--- src/rtl/stim_pkg.sv ---
`timescale 1ns/1ps
package stim_pkg;
  // strobes from control to datapath
  typedef struct packed {
    logic advance;   // accepted transfer this cycle
  } ctrlStrobe_t;
endpackage

--- src/rtl/stim_ctrl.sv ---
`timescale 1ns/1ps
module stim_ctrl
  import stim_pkg::*;
#(
  parameter int unsigned NUM_MSGS = 256
) (
  input  logic        clk,
  input  logic        rstN,
  input  logic        outReady,
  output logic        outValid,
  output logic        streamDone,
  output ctrlStrobe_t strobe
);
  localparam int unsigned CNT_W = (NUM_MSGS > 2) ? $clog2(NUM_MSGS) : 1;
  localparam logic [CNT_W-1:0] LAST_IDX = CNT_W'(NUM_MSGS - 1);

  logic [CNT_W-1:0] sentCnt;
  logic             validQ;
  logic             doneQ;
  logic             fire;

  assign fire           = validQ && outReady;
  assign strobe.advance = fire;
  assign outValid       = validQ;
  assign streamDone     = doneQ;

  always_ff @(posedge clk or negedge rstN) begin
    if (!rstN) begin
      sentCnt <= '0;
      validQ  <= 1'b0;
      doneQ   <= 1'b0;
    end else if (!doneQ) begin
      if (!validQ) begin
        validQ <= 1'b1;
      end else if (fire) begin
        if (sentCnt == LAST_IDX) begin
          validQ <= 1'b0;
          doneQ  <= 1'b1;
        end else begin
          sentCnt <= sentCnt + 1'b1;
        end
      end
    end
  end
endmodule

--- src/rtl/stim_lfsr_dp.sv ---
`timescale 1ns/1ps
module stim_lfsr_dp
  import stim_pkg::*;
#(
  parameter int unsigned   LFSR_W = 16,
  parameter int unsigned   MSG_W  = 32,
  parameter logic [LFSR_W-1:0] SEED = 16'hACE1,
  parameter logic [LFSR_W-1:0] TAPS = 16'hB400
) (
  input  logic             clk,
  input  logic             rstN,
  input  ctrlStrobe_t      strobe,
  output logic [MSG_W-1:0] outData
);
  localparam int unsigned PAD_W = MSG_W - LFSR_W;

  logic [LFSR_W-1:0] lfsrQ;
  logic [LFSR_W-1:0] lfsrNext;

  always_comb begin
    lfsrNext = lfsrQ >> 1;
    if (lfsrQ[0]) lfsrNext = lfsrNext ^ TAPS;
  end

  always_ff @(posedge clk or negedge rstN) begin
    if (!rstN)               lfsrQ <= SEED;
    else if (strobe.advance) lfsrQ <= lfsrNext;
  end

  generate
    if (PAD_W > 0) begin : gPad
      assign outData = {{PAD_W{1'b0}}, lfsrQ};
    end else begin : gNoPad
      assign outData = lfsrQ[MSG_W-1:0];
    end
  endgenerate
endmodule

--- src/rtl/stim_source.sv ---
`timescale 1ns/1ps
module stim_source
  import stim_pkg::*;
#(
  parameter int unsigned   NUM_MSGS = 256,
  parameter int unsigned   LFSR_W   = 16,
  parameter int unsigned   MSG_W    = 32,
  parameter logic [LFSR_W-1:0] SEED = 16'hACE1,
  parameter logic [LFSR_W-1:0] TAPS = 16'hB400
) (
  input  logic             clk,
  input  logic             rstN,
  output logic             outValid,
  input  logic             outReady,
  output logic [MSG_W-1:0] outData,
  output logic             streamDone
);
  ctrlStrobe_t strobe;

  stim_ctrl #(.NUM_MSGS(NUM_MSGS)) u_ctrl (
    .clk(clk), .rstN(rstN), .outReady(outReady),
    .outValid(outValid), .streamDone(streamDone), .strobe(strobe)
  );

  stim_lfsr_dp #(.LFSR_W(LFSR_W), .MSG_W(MSG_W), .SEED(SEED), .TAPS(TAPS)) u_dp (
    .clk(clk), .rstN(rstN), .strobe(strobe), .outData(outData)
  );
endmodule

--- config.mk ---
export PLATFORM = sky130hd
export DESIGN_NAME = stim_source
export DESIGN_NICKNAME = d
export VERILOG_FILES = /design/src/rtl/stim_pkg.sv /design/src/rtl/stim_ctrl.sv /design/src/rtl/stim_lfsr_dp.sv /design/src/rtl/stim_source.sv
export SDC_FILE = /design/constraint.sdc
export NUM_CORES = 1
export LEC_CHECK = 0
export BUFFER_PORTS_ARGS = -buffer_cell sky130_fd_sc_hd__buf_4
export CAP_MARGIN = 0
export CORE_MARGIN = 3
export CORE_UTILIZATION = 55
export DETAILED_ROUTE_END_ITERATION = 16
export PLACE_DENSITY_LB_ADDON = 0.25
export RECOVER_POWER = 50
export SLEW_MARGIN = 20
export SYNTH_ARGS = -nofsm -noshare
export SYNTH_HDL_FRONTEND = slang
export SYNTH_SLANG_ARGS = --single-unit
--- constraint.sdc ---
create_clock -name clk -period 4.2 [get_ports clk]
set_input_delay 1.05 -clock clk [delete_from_list [all_inputs] [get_ports clk]]
set_output_delay 1.05 -clock clk [all_outputs]
set_load 0.02 [all_outputs]
# ---- Word level (Yosys, flattened, before mapping)
# Cells that the tools add are included.
dict set report totals {
  regBits 26
  in_bits 3
  output_inout_bits 34
  elab_cells 19
}
dict set report op_classes {
  addsub 1
  eq_ne 1
  mux 8
  bitwise 3
  n_reduce_logical 2
}
# cell count
set op_table {}
lappend op_table {{$mux 16} 1}
lappend op_table {{$add 8x1->8 const B} 1}
lappend op_table {{$eq 8x8->1 const B} 1}
lappend op_table {{$mux 1} 7}
lappend op_table {{$not 3->4} 1}
lappend op_table {{$reduce_and 4->1} 1}
lappend op_table {{$not 1->1} 2}
lappend op_table {{$logic_and 1x1->1} 1}

# ---- Logic depth before layout (Yosys ltp)
# Gate-level depths: netlist of the first run.
dict set report depth {
  word_depth 5
  ltp_mapped 5
  mapped_depth_nobuf 5
}

# ---- Hierarchy
# Synthesis of the first run repeated with hierarchy kept, for this count alone.
dict set report hier_totals {
  cells_unflattened 112
  area_unflattened_um2 1373.8
}
# mod instances cells_per_inst area_per_inst_um2 seq_area_each_um2
set modules_own_cells {}
lappend modules_own_cells {stim_lfsr_dp 1 70 877.1 410.4}
lappend modules_own_cells {stim_ctrl 1 42 496.7 250.2}

# ---- Least setup slack after synthesis of the first run
# No wires, ideal clock.
dict set report synth_timing {
  path_kind {input port to flip-flop}
  startpoint {in outReady}
  endpoint {reg u_ctrl.sentCnt[6]}
  setup_ns 0.125
  t_arrival_ns 1.753
  required_ns 4.075
  path_slack_ns 2.323
  cell_stages 4
  path_buffers 0
  cell_sequence {and3b_2 -> nand2_1 -> nor2_1 -> mux2_2}
}
dict set report synth_between {
  elab_chain_len 2
}
# element line_no
set synth_rtl {}
lappend synth_rtl {{start: declaration} stim_source.sv:14} ;# input logic outReady,
lappend synth_rtl {{$logic_and 1x1->1} stim_ctrl.sv:22} ;# assign fire = validQ && outReady;
lappend synth_rtl {{$reduce_and 4->1 (no source line)} -}
lappend synth_rtl {{end signal: assignment} stim_ctrl.sv:40} ;# sentCnt <= sentCnt + 1'b1;
lappend synth_rtl {{end: declaration} stim_ctrl.sv:17} ;# logic [CNT_W-1:0] sentCnt;
# Every way passes these cells.
# A chain may end at the register's enable or synchronous reset.

# ---- Worst setup path in the final report of the first run
dict set report layout_timing {
  startpoint {reg u_dp.lfsrQ[0]}
  endpoint {out outData[0]}
}
# element line_no
set layout_lines {}
lappend layout_lines {{start: declaration} stim_lfsr_dp.sv:17} ;# logic [LFSR_W-1:0] lfsrQ;
lappend layout_lines {{start signal: assignment} stim_lfsr_dp.sv:27} ;# else if (strobe.advance) lfsrQ <= lfsrNext;
lappend layout_lines {{end: declaration} stim_source.sv:15} ;# output logic [MSG_W-1:0] outData,
# No word-level cell between the ends.

==> results of run 1 <==
-- final cells by class --
| class | instances | area [um2] | area share |
|---|---|---|---|
| multi-input combinational | 70 | 478 | 0.355 |
| clock buffer | 4 | 26.3 | 0.0195 |
| tap | 28 | 35.0 | 0.0260 |
| timing repair buffer | 20 | 143 | 0.106 |
| sequential | 26 | 661 | 0.491 |
| inverter | 1 | 3.75 | 0.00279 |
-- through the flow --
stage	util	cells	hold slack, ns	cell area, um2
after floorplan	-	127	0.463	1390
after global placement	0.598	145	0.476	1350
final	0.597	149	0.497	1350
after CTS	0.609	149	0.502	1370
after detailed placement	0.598	145	0.484	1350
after global routing	0.597	149	0.529	1350
-- logic make-up (layout without fill, tap and decap cells) --
kind of cell	count (synthesis)	count (layout)
buffers and inverters	31	25
adders and majority gates	1	1
and+or+nand+nor	23	23
AOI/OAI and AO/OA	6	6
muxes	17	17
DFF	26	26
other	1	16
xor gates and xnor gates	7	7
-- worst min-delay path: stages (launching register included) --
cell	delay (ns)
dfstp_2	0.40
nand2_1	0.04
o21ai_0	0.06
-- sequential cells by signal, indices dropped and copies added, names as in the netlist --
register and cells:
u_ctrl.outValid 1, u_ctrl.sentCnt 8, u_ctrl.streamDone 1, u_dp.lfsrQ 16
-- worst min path at each step --
stage	startpoint	to	cells after the start
5_1_grt	u_dp.lfsrQ[10]	u_dp.lfsrQ[10]	2
3_3_place_gp	u_dp.lfsrQ[10]	u_dp.lfsrQ[10]	2
4_1_cts	u_dp.lfsrQ[10]	u_dp.lfsrQ[10]	2
3_5_place_dp	u_dp.lfsrQ[10]	u_dp.lfsrQ[10]	2
2_1_floorplan	u_dp.lfsrQ[10]	u_dp.lfsrQ[10]	2
6_report	u_dp.lfsrQ[10]	u_dp.lfsrQ[10]	2
-- cells in the mapped netlist --
library cell  instances
buf_4                29
dfrtp_1              18
mux2_2               15
dfstp_2               8
nand2_1               7
nor2_1                5
xnor2_1               4
nand3_1               3
o21ai_0               3
xor2_1                3
nand4_1               2
a21oi_1               1
a31o_2                1
and3b_2               1
buf_2                 1
conb_1                1
ha_1                  1
inv_1                 1
mux2_1                1
mux2_4                1
nand2_2               1
nand2b_1              1
nand4_2               1
nor2b_1               1
nor3_2                1
o21ai_4               1
-- where the power goes --
group | internal [mW] | total (mW) | switching, mW
sequential | 0.283 | 0.320 | 0.0375
clock | 0.0370 | 0.106 | 0.0691
combinational | 0.0436 | 0.0963 | 0.0527
-- metal layers --
layer	part of all wire	up-vias
li1	-	348
met1	0.44	343
met2	0.50	24
met3	0.058	2
met4	0.0091	0
met5	0	-
==> results.toml, run 1 <==
[route]
detailroute.via_count = 717
drc = 0
drtIter0Drc = 3
wire_per_inst_um = 12.6
avgViaCountPerCell = 4.81
ant_nets = 0
dr.pass1.iters = 2
drt_wl_total_um = 1870

[floorplan]
die_w_um = 55.2
dieArea_um2 = 3040
initial_core_util = 0.589
die_h_um = 55.2
io_pins = 37
core-area_um2 = 2250
rows = 17

[finish]
fillerInstances = 203
nets = 126
antennaDiodeCount = 0
area_growth_pct = 1.32
layout-drive-gt1-share = 0.397
final_cell_mix = "18 x buf_4, 18 x dfrtp_1, 16 x conb_1"

[power]
power.leakage_nw = 0.651
vdd_drop_max_v = 0.000317
power.total_mw = 0.523
powerDensity_nw_per_um2 = 388

[global_route]
use_met3 = 0.0295
grt-busiest-layer = "met2"
grt.total_usage = 0.139
grt_pass1_wl_um = 2970
grt_max_degree = 27
antenna_found_initial = 0
grt_pass1_vias = 641
grt_use_met1 = 0.170
gr-usage-met2 = 0.240
grt-ovfl-total = 0

[setup_path]
critical_path_class = "register to output pin"
path_buf_inv = 1
cpMaxStageDelayCell = "dfstp_2"
startpoint = "u_dp.lfsrQ[0]"
worst_r2r_path_depth = 4
r2r_slack_ns = 2.23
cp.depth = 1
cp.arrival_ns = 1.09
slowest_delay_ns = 0.62
critPathTopFamily = "flip-flops"
crit_chain = "buf_4"
cp-start-kind = "register"
r2r_end = "u_ctrl.sentCnt[1]"
cp-endpoint = "outData[0]"
path_max_fanout = 6
end_kind = "output pin"
required_ns = 3.15
r2r-start = "u_ctrl.sentCnt[0]"

[sta]
rsz0062_at_grt = "false"
finalHoldViolCount = 0
layout_min_cycle_time_ns = 2.14
drv_slew = 0
setup_violations = 0
period_share = 0.510
slew_headroom = 0.120
finClkSkew_ns = 0.0138
max_freq_mhz = 467
fin_ws_ns = 2.06
final.setup.tns_ns = 0
worst-slew-pin-transition_ns = 1.32

[yosys]
yosys.area_share.simple = 0.0932
synth_compound_area_frac = 0.0339
synth_xor_area_frac = 0.0461
muxShareOfSynthArea = 0.147
yosysWarningCount = 0
ys_types = 26
synth_top_family_by_area = "buffers and inverters"
netlist_area_um2 = 1330
synthTopCellsByArea = "dfrtp_1 34%, buf_4 16%, dfstp_2 16%"
syn_area_per_cell_um2 = 11.9
synth_seq_cells = 26
yosys.area.top_type_share = 0.339
synthAdderAreaFrac = 0.00942
yosysSeqAreaShare = 0.497
synth_cells = 112
synth_top_cell_by_area = "dfrtp_1"

[clock_tree]
cts_sinks = 26
numCtsBuffers = 3
clkLatencyLatePin_ns = 0.31
cts_resized = 0
clockBufferDepth = 2
post_cts_buffers = 0
clock-root-buffer = "clkbuf_4"
cts.htree.levels = 1
path_clk_slew_ns = 0.12
cts.hold.buffers_added = 0
cts_tree = "yes"

[place]
portBuffers = 20
place.gp.congestion = 0.790
hpwlAfterDp_um = 1430
place_worst_setup_slack_ns = 2.18

[run_status]
status = "completed"

[min_path]
hold_class = "register to register"

[run]
cap_violations = 0
No activity file was read; power rests on OpenSTA's default activity.
==> run 2: changes to the inputs <==
--- a/config.mk
+++ b/config.mk
@@ -5,10 +5,11 @@
 export SDC_FILE = /design/constraint.sdc
 export NUM_CORES = 1
 export LEC_CHECK = 0
+export ABC_AREA = 1
 export BUFFER_PORTS_ARGS = -buffer_cell sky130_fd_sc_hd__buf_4
 export CAP_MARGIN = 0
 export CORE_MARGIN = 3
-export CORE_UTILIZATION = 55
+export CORE_UTILIZATION = 47
 export DETAILED_ROUTE_END_ITERATION = 16
 export PLACE_DENSITY_LB_ADDON = 0.25
 export RECOVER_POWER = 50
==> constraint.sdc (replaced) <==
create_clock -name clk -period 1.96 [get_ports clk]
set_input_delay 0.49 -clock clk [delete_from_list [all_inputs] [get_ports clk]]
set_output_delay 0.49 -clock clk [all_outputs]
set_load 0.02 [all_outputs]
==> run 2 against run 1 <==
Effect of this change:
- routed wire length up 23%
- hold slack worse by 0.064 ns
- utilization down 7.9 points
- critical endpoint unchanged
- largest cell class unchanged
- largest power group unchanged
- highest routed layer unchanged
==> results.toml, run 2 <==
[setup_path]
critical_path_class = "register to output pin"
path_buf_inv = 1
cp.arrival_ns = 1.12
end_kind = "output pin"
path_max_fanout = 6
crit_chain = "buf_4"
r2r_end = "u_ctrl.sentCnt[4]"
r2r-start = "u_ctrl.outValid"
cpMaxStageDelayCell = "dfstp_2"
critPathTopFamily = "flip-flops"
cp.depth = 1
cp-start-kind = "register"
worst_r2r_path_depth = 5
r2r_slack_ns = 0.38
slowest_delay_ns = 0.64
required_ns = 1.47

[place]
place.gp.congestion = 0.790
portBuffers = 20
hpwlAfterDp_um = 1710

[sta]
max_freq_mhz = 620
finalHoldViolCount = 0
final.setup.tns_ns = 0
layout_min_cycle_time_ns = 1.61
finClkSkew_ns = 0.00973
drv_slew = 0
slew_headroom = 0.112
worst-slew-pin-transition_ns = 1.33
rsz0062_at_grt = "false"
period_share = 0.823
setup_violations = 0

[clock_tree]
numCtsBuffers = 3
cts_tree = "yes"
clockBufferDepth = 2
clock-root-buffer = "clkbuf_4"
clkLatencyLatePin_ns = 0.32
path_clk_slew_ns = 0.15
cts_sinks = 26
cts_resized = 0
post_cts_buffers = 0
cts.hold.buffers_added = 0
cts.htree.levels = 1

[finish]
final_common_cell = "nand2_1"
layout-drive-gt1-share = 0.238
largest_reg_flops = 16
nets = 177
regMostFlops = "u_dp.lfsrQ"
final_cell_mix = "52 x nand2_1, 19 x buf_4, 18 x dfrtp_1"
area_growth_pct = 2.90
antennaDiodeCount = 0
fillerInstances = 277
largest_registers = "u_dp.lfsrQ x16, u_ctrl.sentCnt x8"

[yosys]
synth.most_common_cell = "nand2_1"
synth_edf_count = 0
synthTopCellsByArea = "dfrtp_1 32%, buf_4 15%, dfstp_2 15%"
ys_types = 22
synth_ff_type = "dfrtp_1"
synthArstFlopShare = 1.00
syn_area_per_cell_um2 = 8.64
yosysWarningCount = 0
yosys.area.top_type_share = 0.316
synth_top_cell_by_area = "dfrtp_1"
synth_seq_cells = 26
yosysSeqAreaShare = 0.464
netlist_area_um2 = 1430
synth_cells = 165
yosys-top-cells-count = "51 x nand2_1, 29 x buf_4, 18 x dfrtp_1"

[route]
detailroute.via_count = 920
ant_nets = 0
drt_wl_total_um = 2300
avgViaCountPerCell = 4.53
wire_per_inst_um = 11.3
drtIter0Drc = 28
dr.pass1.iters = 4
drc = 0

[min_path]
hold_class = "input port to async pin"

[run]
cap_violations = 0

[global_route]
grt.total_usage = 0.137
antenna_found_initial = 0
grt_pass1_wl_um = 3860
grt-ovfl-total = 0
grt_max_degree = 27
grt_pass1_vias = 884

[floorplan]
io_pins = 37
die_w_um = 61.1
die_h_um = 61.1
core-area_um2 = 2830
rows = 19
initial_core_util = 0.504
dieArea_um2 = 3730

[power]
power.leakage_nw = 0.727
vdd_drop_max_v = 0.000597
powerDensity_nw_per_um2 = 995
power.total_mw = 1.46

[run_status]
status = "completed"
## run 2: cell types whose count changed after synthesis, sizes merged, moves of 2 or more
cell / change
buf: +3
xor2: -2
nand2: +47
o21ai: +13
mux2: -17
nand3b: +2
inv: +12
## run 2: power breakdown
group	switching, mW	internal (mW)
sequential	0.0763	0.669
clock	0.157	0.113
combinational	0.264	0.179
## run 2: layout make-up
cell class,count,area [um2],area share
inverters,13,48.8,0.0333
flip-flops and latches,26,661,0.451
repair buffers,21,150,0.102
clock buffers,4,36.3,0.0247
well taps,31,38.8,0.0265
multi-input cells,108,532,0.363
## run 2: kinds of logic after synthesis
logic type      after synthesis  synth area share
simple gates                 68             0.222
other cells                   1           0.00263
flops                        26             0.464
compound gates               17            0.0650
fa+ha+maj                     1           0.00878
buf+inv                      46             0.201
xor+xnor                      6            0.0369
## run 2: through the flow
step	cell area (um2)	hold slack, ns	cells	setup WS (ns)	utilization
floorplan	1480	0.194	180	0.725	-
global placement	1440	0.414	199	0.586	0.509
detailed placement	1440	0.421	199	0.558	0.509
CTS	1480	0.0550	203	0.342	0.522
global route	1470	0.527	203	0.202	0.518
finish	1470	0.434	203	0.347	0.518
## run 2: worst max-delay path by stage
| stage | from | end | slack [ns] |
|---|---|---|---|
| final | u_dp.lfsrQ[0] | outData[0] | 0.35 |
| after floorplan | u_ctrl.sentCnt[0] | u_ctrl.sentCnt[1] | 0.73 |
| after CTS | u_dp.lfsrQ[0] | outData[0] | 0.34 |
| after detailed placement | outReady | u_ctrl.sentCnt[5] | 0.56 |
| after global routing | u_ctrl.outValid | u_ctrl.sentCnt[4] | 0.20 |
| after global placement | outReady | u_ctrl.sentCnt[5] | 0.59 |
## run 2: metal layers
metal | vias to the layer above | track usage | wire length, um
li1 | 474 | - | -
met1 | 431 | 0.179 | 1070
met2 | 13 | 0.231 | 1120
met3 | 2 | 0.0231 | 91
met4 | 0 | 0.0464 | 10
met5 | - | 0 | 0
